File: src/rtl/dev_desc_pkg.sv
`timescale 1ns/1ps
package dev_desc_pkg;
  localparam int unsigned WORD_W = 32;

  typedef enum logic [1:0] {
    ENT_SKIP = 2'd0,
    ENT_DATA = 2'd1,
    ENT_ENUM = 2'd2,
    ENT_KIND = 2'd3
  } ent_kind_e;

  typedef enum logic [2:0] {
    W_IDLE,
    W_REQ,
    W_DATA,
    W_OUT,
    W_FIN
  } walk_st_e;

  typedef struct packed {
    logic [3:0]  engine;
    logic        engine_vld;
    logic [3:0]  queue;
    logic        queue_vld;
    logic [4:0]  intr;
    logic        intr_vld;
    logic [4:0]  rst;
    logic        rst_vld;
    logic [3:0]  inst;
    logic [11:0] base_fld;
    logic        has_data;
    logic [6:0]  fault;
    logic        fault_vld;
    logic [28:0] kind;
    logic        kind_vld;
  } dev_rec_t;
endpackage

File: src/rtl/dev_desc_word_dec.sv
`timescale 1ns/1ps
module dev_desc_word_dec
  import dev_desc_pkg::*;
(
  input  logic [WORD_W-1:0] word_i,
  output logic              cont_o,
  output logic              act_o,
  output logic              en_enum_o,
  output logic              en_data_o,
  output logic              en_kind_o,
  output dev_rec_t          fld_o
);
  ent_kind_e kind;
  logic      unused_w;

  assign unused_w = ^{word_i[25], word_i[20], word_i[14], word_i[11:10], word_i[8:6]};

  always_comb begin
    kind      = ent_kind_e'(word_i[1:0]);
    cont_o    = word_i[31];
    en_enum_o = (kind == ENT_ENUM);
    // only data subtype 0 is defined
    en_data_o = (kind == ENT_DATA) && !word_i[30];
    en_kind_o = (kind == ENT_KIND);
    act_o     = en_enum_o | en_data_o | en_kind_o;

    fld_o            = '0;
    fld_o.engine_vld = word_i[5];
    fld_o.engine     = word_i[5] ? word_i[29:26] : '0;
    fld_o.queue_vld  = word_i[4];
    fld_o.queue      = word_i[4] ? word_i[24:21] : '0;
    fld_o.intr_vld   = word_i[3];
    fld_o.intr       = word_i[3] ? word_i[19:15] : '0;
    fld_o.rst_vld    = word_i[2];
    fld_o.rst        = word_i[2] ? word_i[13:9] : '0;
    fld_o.inst       = word_i[29:26];
    fld_o.base_fld   = word_i[23:12];
    fld_o.has_data   = 1'b1;
    fld_o.fault_vld  = word_i[2];
    fld_o.fault      = word_i[2] ? word_i[9:3] : '0;
    fld_o.kind       = word_i[30:2];
    fld_o.kind_vld   = 1'b1;
  end
endmodule

File: src/rtl/dev_desc_rec_acc.sv
`timescale 1ns/1ps
module dev_desc_rec_acc
  import dev_desc_pkg::*;
(
  input  logic     clk_i,
  input  logic     rst_ni,
  input  logic     clr_i,
  input  logic     upd_i,
  input  logic     en_enum_i,
  input  logic     en_data_i,
  input  logic     en_kind_i,
  input  dev_rec_t fld_i,
  output dev_rec_t rec_o,
  output logic     seen_o
);
  dev_rec_t rec_q;
  logic     seen_q;

  always_ff @(posedge clk_i or negedge rst_ni) begin
    if (!rst_ni) begin
      rec_q  <= '0;
      seen_q <= 1'b0;
    end else if (clr_i) begin
      rec_q  <= '0;
      seen_q <= 1'b0;
    end else if (upd_i) begin
      seen_q <= 1'b1;
      if (en_enum_i) begin
        rec_q.engine     <= fld_i.engine;
        rec_q.engine_vld <= fld_i.engine_vld;
        rec_q.queue      <= fld_i.queue;
        rec_q.queue_vld  <= fld_i.queue_vld;
        rec_q.intr       <= fld_i.intr;
        rec_q.intr_vld   <= fld_i.intr_vld;
        rec_q.rst        <= fld_i.rst;
        rec_q.rst_vld    <= fld_i.rst_vld;
      end
      if (en_data_i) begin
        rec_q.inst      <= fld_i.inst;
        rec_q.base_fld  <= fld_i.base_fld;
        rec_q.has_data  <= fld_i.has_data;
        rec_q.fault     <= fld_i.fault;
        rec_q.fault_vld <= fld_i.fault_vld;
      end
      if (en_kind_i) begin
        rec_q.kind     <= fld_i.kind;
        rec_q.kind_vld <= fld_i.kind_vld;
      end
    end
  end

  assign rec_o  = rec_q;
  assign seen_o = seen_q;
endmodule

File: src/rtl/dev_desc_walk_ctrl.sv
`timescale 1ns/1ps
module dev_desc_walk_ctrl
  import dev_desc_pkg::*;
#(
  parameter int unsigned NUM_ENTRIES = 64,
  localparam int unsigned IDX_W      = (NUM_ENTRIES > 1) ? $clog2(NUM_ENTRIES) : 1
) (
  input  logic             clk_i,
  input  logic             rst_ni,
  input  logic             start_i,
  input  logic             act_i,
  input  logic             cont_i,
  input  logic             seen_i,
  input  logic             rec_ready_i,
  output logic             rd_en_o,
  output logic [IDX_W-1:0] idx_o,
  output logic             clr_o,
  output logic             upd_o,
  output logic             rec_valid_o,
  output logic             trunc_o,
  output logic             done_o
);
  walk_st_e         st_q, st_d;
  logic [IDX_W-1:0] idx_q, idx_d;
  logic             trunc_q, trunc_d;
  logic             last, open_chain;

  assign last       = (idx_q == IDX_W'(NUM_ENTRIES - 1));
  assign open_chain = seen_i | act_i;

  always_comb begin
    st_d    = st_q;
    idx_d   = idx_q;
    trunc_d = trunc_q;
    clr_o   = 1'b0;
    upd_o   = 1'b0;
    unique case (st_q)
      W_IDLE: if (start_i) begin
        idx_d   = '0;
        trunc_d = 1'b0;
        clr_o   = 1'b1;
        st_d    = W_REQ;
      end
      W_REQ: st_d = W_DATA;
      W_DATA: begin
        upd_o = act_i;
        if (!cont_i && open_chain) begin
          st_d = W_OUT;
        end else if (last) begin
          if (open_chain) begin
            trunc_d = 1'b1;
            st_d    = W_OUT;
          end else begin
            st_d = W_FIN;
          end
        end else begin
          idx_d = idx_q + 1'b1;
          st_d  = W_REQ;
        end
      end
      W_OUT: if (rec_ready_i) begin
        clr_o   = 1'b1;
        trunc_d = 1'b0;
        if (last) begin
          st_d = W_FIN;
        end else begin
          idx_d = idx_q + 1'b1;
          st_d  = W_REQ;
        end
      end
      W_FIN: st_d = W_IDLE;
      default: st_d = W_IDLE;
    endcase
  end

  always_ff @(posedge clk_i or negedge rst_ni) begin
    if (!rst_ni) begin
      st_q    <= W_IDLE;
      idx_q   <= '0;
      trunc_q <= 1'b0;
    end else begin
      st_q    <= st_d;
      idx_q   <= idx_d;
      trunc_q <= trunc_d;
    end
  end

  assign rd_en_o     = (st_q == W_REQ);
  assign rec_valid_o = (st_q == W_OUT);
  assign done_o      = (st_q == W_FIN);
  assign idx_o       = idx_q;
  assign trunc_o     = trunc_q;
endmodule

File: src/rtl/dev_desc_walker.sv
`timescale 1ns/1ps
module dev_desc_walker
  import dev_desc_pkg::*;
#(
  parameter int unsigned NUM_ENTRIES = 64,
  parameter int unsigned ADDR_W      = 32,
  parameter logic [ADDR_W-1:0] TABLE_BASE = '0,
  localparam int unsigned IDX_W      = (NUM_ENTRIES > 1) ? $clog2(NUM_ENTRIES) : 1
) (
  input  logic              clk_i,
  input  logic              rst_ni,
  input  logic              start_i,
  output logic              done_o,
  output logic              rd_en_o,
  output logic [ADDR_W-1:0] rd_addr_o,
  input  logic [WORD_W-1:0] rd_data_i,
  output logic              rec_valid_o,
  input  logic              rec_ready_i,
  output logic [3:0]        rec_engine_o,
  output logic              rec_engine_vld_o,
  output logic [3:0]        rec_queue_o,
  output logic              rec_queue_vld_o,
  output logic [4:0]        rec_intr_o,
  output logic              rec_intr_vld_o,
  output logic [4:0]        rec_reset_o,
  output logic              rec_reset_vld_o,
  output logic [3:0]        rec_inst_o,
  output logic [31:0]       rec_base_o,
  output logic [6:0]        rec_fault_o,
  output logic              rec_fault_vld_o,
  output logic [28:0]       rec_type_o,
  output logic              rec_type_vld_o,
  output logic              rec_err_o
);
  logic             cont, act, en_enum, en_data, en_kind;
  logic             seen, clr, upd, trunc;
  logic [IDX_W-1:0] idx;
  dev_rec_t         fld, rec;

  dev_desc_word_dec u_dec (
    .word_i    (rd_data_i),
    .cont_o    (cont),
    .act_o     (act),
    .en_enum_o (en_enum),
    .en_data_o (en_data),
    .en_kind_o (en_kind),
    .fld_o     (fld)
  );

  dev_desc_rec_acc u_acc (
    .clk_i     (clk_i),
    .rst_ni    (rst_ni),
    .clr_i     (clr),
    .upd_i     (upd),
    .en_enum_i (en_enum),
    .en_data_i (en_data),
    .en_kind_i (en_kind),
    .fld_i     (fld),
    .rec_o     (rec),
    .seen_o    (seen)
  );

  dev_desc_walk_ctrl #(.NUM_ENTRIES(NUM_ENTRIES)) u_ctrl (
    .clk_i       (clk_i),
    .rst_ni      (rst_ni),
    .start_i     (start_i),
    .act_i       (act),
    .cont_i      (cont),
    .seen_i      (seen),
    .rec_ready_i (rec_ready_i),
    .rd_en_o     (rd_en_o),
    .idx_o       (idx),
    .clr_o       (clr),
    .upd_o       (upd),
    .rec_valid_o (rec_valid_o),
    .trunc_o     (trunc),
    .done_o      (done_o)
  );

  assign rd_addr_o        = TABLE_BASE + (ADDR_W'(idx) << 2);
  assign rec_engine_o     = rec.engine;
  assign rec_engine_vld_o = rec.engine_vld;
  assign rec_queue_o      = rec.queue;
  assign rec_queue_vld_o  = rec.queue_vld;
  assign rec_intr_o       = rec.intr;
  assign rec_intr_vld_o   = rec.intr_vld;
  assign rec_reset_o      = rec.rst;
  assign rec_reset_vld_o  = rec.rst_vld;
  assign rec_inst_o       = rec.inst;
  assign rec_base_o       = {8'b0, rec.base_fld, 12'b0};
  assign rec_fault_o      = rec.fault;
  assign rec_fault_vld_o  = rec.fault_vld;
  assign rec_type_o       = rec.kind;
  assign rec_type_vld_o   = rec.kind_vld;
  assign rec_err_o        = !rec.has_data || trunc;
endmodule

File: config.mk
export PLATFORM = sky130hd
export DESIGN_NAME = dev_desc_walker
export DESIGN_NICKNAME = d
export VERILOG_FILES = /design/src/rtl/dev_desc_pkg.sv /design/src/rtl/dev_desc_word_dec.sv /design/src/rtl/dev_desc_rec_acc.sv /design/src/rtl/dev_desc_walk_ctrl.sv /design/src/rtl/dev_desc_walker.sv
export SDC_FILE = /design/constraint.sdc
export NUM_CORES = 1
export LEC_CHECK = 0
export ABC_AREA = 1
export CAP_MARGIN = 20
export CORE_MARGIN = 2
export CORE_UTILIZATION = 28
export CTS_BUF_LIST = sky130_fd_sc_hd__clkbuf_16
export DETAILED_ROUTE_END_ITERATION = 8
export GPL_TIMING_DRIVEN = 0
export HOLD_SLACK_MARGIN = 0.05
export PLACE_DENSITY_LB_ADDON = 0.15
export SYNTH_ARGS = -nofsm -noshare
export SYNTH_HDL_FRONTEND = slang
export SYNTH_SLANG_ARGS = --single-unit
File: constraint.sdc
create_clock -name clk_i -period 3.4 [get_ports clk_i]
set_clock_uncertainty 0.1 [all_clocks]
set_input_delay 1.02 -clock clk_i [delete_from_list [all_inputs] [get_ports clk_i]]
set_output_delay 1.02 -clock clk_i [all_outputs]
set_load 0.05 [all_outputs]
# ---- Yosys cells after proc, flatten, opt, wreduce, memory -nomap -nowiden
# Cells that the tools add are included.
dict set report word_totals {
  reg_bits 88
  inputBits 36
  elab_cells 88
}
dict set report op_classes {
  n_addsub 1
  n_eq_ne 13
  n_mux 34
  bitwise 3
  reduce_logical 18
}
# cell count
set ops {}
lappend ops {{two-way mux 77 bit} 2}
lappend ops {{two-way mux 30 bit} 1}
lappend ops {{two-way mux 25 bit} 1}
lappend ops {{two-way mux 6 bit} 4}
lappend ops {{two-way mux 22 bit} 1}
lappend ops {{two-way mux 3 bit} 6}
lappend ops {{case mux 6 bit (3 select lines)} 1}
lappend ops {{case mux 3 bit (4 select lines)} 1}
lappend ops {{two-way mux 1 bit} 10}
lappend ops {{two-way mux 5 bit} 2}
lappend ops {{two-way mux 4 bit} 2}
lappend ops {{AND reduction 2 bit} 4}
lappend ops {{nonzero test 2 bit} 4}
lappend ops {{two-way mux 7 bit} 1}
lappend ops {{adder 6 x 1 -> 6 bit, second input constant} 1}
lappend ops {{== test 3 x 2 -> 1 bit, second input constant} 2}
lappend ops {{== test 6 bit, second input constant} 1}
lappend ops {{!= test 2 x 1 -> 1 bit, second input constant} 3}
lappend ops {{AND reduction 6 bit} 1}
lappend ops {{== test 2 bit, second input constant} 2}
lappend ops {{!= test 2 bit, second input constant} 2}
lappend ops {{AND reduction 4 bit} 1}
lappend ops {{== test 3 x 1 -> 1 bit, second input constant} 1}
lappend ops {{== test 3 bit, second input constant} 1}
lappend ops {{9 further kinds} 14}

# ---- Longest topological paths before layout
# Gate-level depths: netlist (run 1).
dict set report logic_depth {
  depth_word 9
  ltp_mapped 9
  mapped_depth_nobuf 9
}

# ---- Cells and area by module
# Synthesis (run 1) repeated with hierarchy kept, for this count alone.
dict set report unflattened {
  hier_cells 760
  area_unflattened_um2 5427.7
}
# mod instances cells_per_inst area_each_um2
set modules_own_cells {}
lappend modules_own_cells {dev_desc_rec_acc 1 503 3748.6}
lappend modules_own_cells {dev_desc_walk_ctrl 1 96 686.9}
lappend modules_own_cells {dev_desc_word_dec 1 112 635.6}
lappend modules_own_cells {dev_desc_walker 1 49 356.6}

# ---- Worst setup path before layout (run 1)
# OpenSTA, ideal clock, no wires.
dict set report synth_timing {
  path_type {reg-to-output}
  start {reg u_ctrl.st_q[1]}
  end {out rd_en_o}
  arrival_time_ps 1593
  path_slack_ps 687
  path_stages_with_launch 2
  n_path_buf 0
  cell_sequence {dfrtp_1 nor3_1}
}
dict set report synth_between {
  elab_chain_len 1
}
# element line
set synth_lines {}
lappend synth_lines {{start, declared} dev_desc_walk_ctrl.sv:23} ;# walk_st_e st_q, st_d;
lappend synth_lines {{start signal, assigned} dev_desc_walk_ctrl.sv:82} ;# st_q <= st_d;
lappend synth_lines {{== test 3 x 1 -> 1 bit} dev_desc_walk_ctrl.sv:88} ;# assign rd_en_o = (st_q == W_REQ);
lappend synth_lines {{end, declared} dev_desc_walker.sv:14} ;# output logic rd_en_o,
# No other way between the ends.

# ---- Final worst setup path (run 1)
# Ends and elaborated chain as after synthesis.

==> key figures, run 1 <==
Yosys
  • Gate Count Post-Synth: 523
  • Yosys warns: 0
  • Seq/Total Area, Yosys: a little under 50%
  • #FFs+latches synth: 88
  • Mapped Area: 0.00457 mm2
  • Mean post-synth cell area: 8.73 um2
  • Post-synthesis cell type count: 27

Clock network
  • Post-CTS Setup Bufs: 0
  • Max Buffers Root-to-Sink: 2
  • # H-tree levels: 3
  • CTS buffer count: 9
  • Resize count post-CTS: 0
  • Clock transition at path regs: around 60 ps
  • Clock latency at the later pin of the worst-skew pair: 340 ps
  • Clock root buffer: clkbuf_16
  • CTS Sinks: 88
  • CTS Hold Bufs: 0
  • CTS tree: built

Die
  • Initial core utilization: between 20% and 30%
  • Die height: around 130 um
  • # IOs: around 170
  • Rows: 46
  • Die W: 132 um
  • Core area: about 0.016 mm2
  • Total die area: 0.0173 mm2

Critical path
  • Crit end category: primary output
  • Reg2Reg Setup Slack: 1530 ps
  • Worst path arrival time: roughly 2000 ps
  • FF-to-FF path depth: 7
  • Worst r2r src: u_ctrl.st_q[0]
  • Crit Reg-Reg Endpoint: u_acc.rec_o[58]
  • CP max FO: 6
  • Critical path launch point type: flop
  • CP required: around 2300 ps
  • WS Path Type: flop to primary output

Detailed routing
  • Drt pass-1 iters: 4
  • Via density: 4.09
  • Routed vias: 3764
  • Post-Route WL: 12500 um
  • Initial DRC Count: between 100 and 150
  • # DRC: 0
  • Wire length per cell: 13.6 um
  • Post-route ant nets: 0

GRT
  • Vias in the first global route: 3735
  • Antenna violations before repair: 0
  • First-pass GRT wire length: 19800 um
  • Gr usage total: around 15%
  • Largest net degree at the start of global routing: 58
  • Overflow after GRT: 0

Place
  • Port bufs: 121
  • Dpl ws: 526 ps
  • GP Congestion: approximately 0.79
  • Dpl hpwl: about 9400 um
  • Placed inst area: 0.00624 mm2

Min path
  • Hold Crit Class: flop to flop
  • Hold wc startpoint: u_acc.rec_o[39]
  • Hold depth: 2
  • WHS Endpoint: u_acc.rec_o[39]

Layout
  • Share of layout cells above drive strength 1: 22.4%
  • Design Area, Final: about 0.0065 mm2
  • Layout overhead on the synthesized area: 42.3%
  • Number of antenna diodes: 0
  • Final net count: 738

STA
  • Crit path time final: approximately 3100 ps
  • PnR worst setup slack: around 260 ps
  • Final TNS setup: 0 ps
  • Worst rel slew slack: 64.1%
  • Fin. max-slew vios: 0
  • Final hold vios: 0
  • Final setup vio count: 0
  • Worst Max-Slew Pin Slew: roughly 540 ps
  • RSZ-0062 raised after global routing: false
  • F_max: 0.318 GHz
  • Fin crit share: 92.5%
  • Fin Hold WS: 370 ps

Run status
  • Run status: finished, final reports clean

Power and ir drop
  • Lkg Pwr: 3.32 nW
  • Overall power: 5.38 mW
  • Peak supply drop: about 0.00027 V
  • Power Density: 828 mW/mm2

Job
  • Max-Cap Viols: 0
[cell type report]
type	instances	area [um2]
clock buffers	9	225
plain buffers	133	976
inverters	45	169
clock inverters	6	30.0
repair buffers	122	1240
well taps	216	270
multi-input cells	302	1390
flip-flops and latches	88	2200
fillers	1647	9390
[worst max-delay path by stage]
stage | startpoint | slack (ps) | depth (start not counted) | endpoint
finish | u_ctrl.st_q[1] | 260 | 2 | rd_en_o
global route | u_ctrl.st_q[1] | 210 | 2 | rd_en_o
CTS | u_ctrl.st_q[1] | 230 | 2 | rd_en_o
detailed placement | rd_data_i[0] | 530 | 6 | u_acc.rec_o[45]
global placement | rst_ni | -2140 | 1 | u_acc.rec_o[46]
floorplan | u_ctrl.st_q[1] | 690 | 1 | rd_en_o
[critical path, stage by stage (launching register included)]
cell	delay (ps)
dfrtp_1	450
nor3_1	360
clkdlybuf4s50_1	870
[layer usage]
metal	track usage [%]	vias to the layer above	share of wire (%)
met2	23.9	127	48
met3	3.32	16	5.5
met1	18.5	1762	45
li1	-	1859	-
met5	0	-	0
met4	6.46	0	2.3
[layout by cell type (no fill, tap or decap), types with 9 or more instances in the layout]
cell,instances
buf_4,121
clkdlybuf4s50_1,120
nand2_1,95
dfrtp_1,88
o21ai_0,63
inv_1,46
conb_1,46
nand3_1,43
a21oi_1,19
nor2_1,16
buf_2,9
clkbuf_16,9
[per-stage QoR]
stage,util [%],cells
after CTS,40.9,921
final,40.9,921
after global placement,39.1,905
after detailed placement,39.3,906
after floorplan,-,568
after global routing,40.9,921
[sequential cells by signal (all words and copies together) (netlist names)]
| name | cells |
|---|---|
| u_acc.seen_o | 1 |
| u_acc.rec_o | 77 |
| u_ctrl.idx_o | 6 |
| u_ctrl.st_q | 3 |
| u_ctrl.trunc_o | 1 |
[cell usage after synthesis (all sizes together)]
| master | n | area, um2 |
|---|---|---|
| nor3 | 3 | 26.3 |
| ha | 1 | 12.5 |
| nand3b | 2 | 15.0 |
| buf | 131 | 968 |
| or2 | 2 | 12.5 |
| nor2 | 21 | 101 |
| a211oi | 1 | 7.51 |
| clkbuf | 2 | 7.51 |
| conb | 1 | 3.75 |
| a21oi | 19 | 95.1 |
| dfrtp | 88 | 2200 |
| a31oi | 1 | 6.26 |
| inv | 45 | 169 |
| nand3 | 44 | 225 |
| nand2 | 97 | 374 |
| nor3b | 1 | 18.8 |
| o21ai | 64 | 320 |
[power by group]
part | leakage [nW] | total (mW) | switching, mW | internal [mW]
clock | 0.135 | 0.877 | 0.396 | 0.482
combinational | 1.99 | 2.99 | 1.91 | 1.08
sequential | 1.20 | 1.51 | 0.183 | 1.33
total | 3.32 | 5.38 | 2.49 | 2.89
[cell families after synthesis]
family,after synthesis,synth area share [%]
AO/OA/AOI/OAI,85,9.40
other,1,0.0821
adder cells (fa/ha/maj),1,0.274
buffers and inverters,178,25.1
flip-flops,88,48.2
AND/OR/NAND/NOR,170,16.9
No activity file was read; power rests on OpenSTA's default activity.
==> run 2: changes to the inputs <==
SETUP_SLACK_MARGIN = 0.02   (was default)
==> results of run 2 <==
Final layout, timing and power as in run 1 (identical DEF).
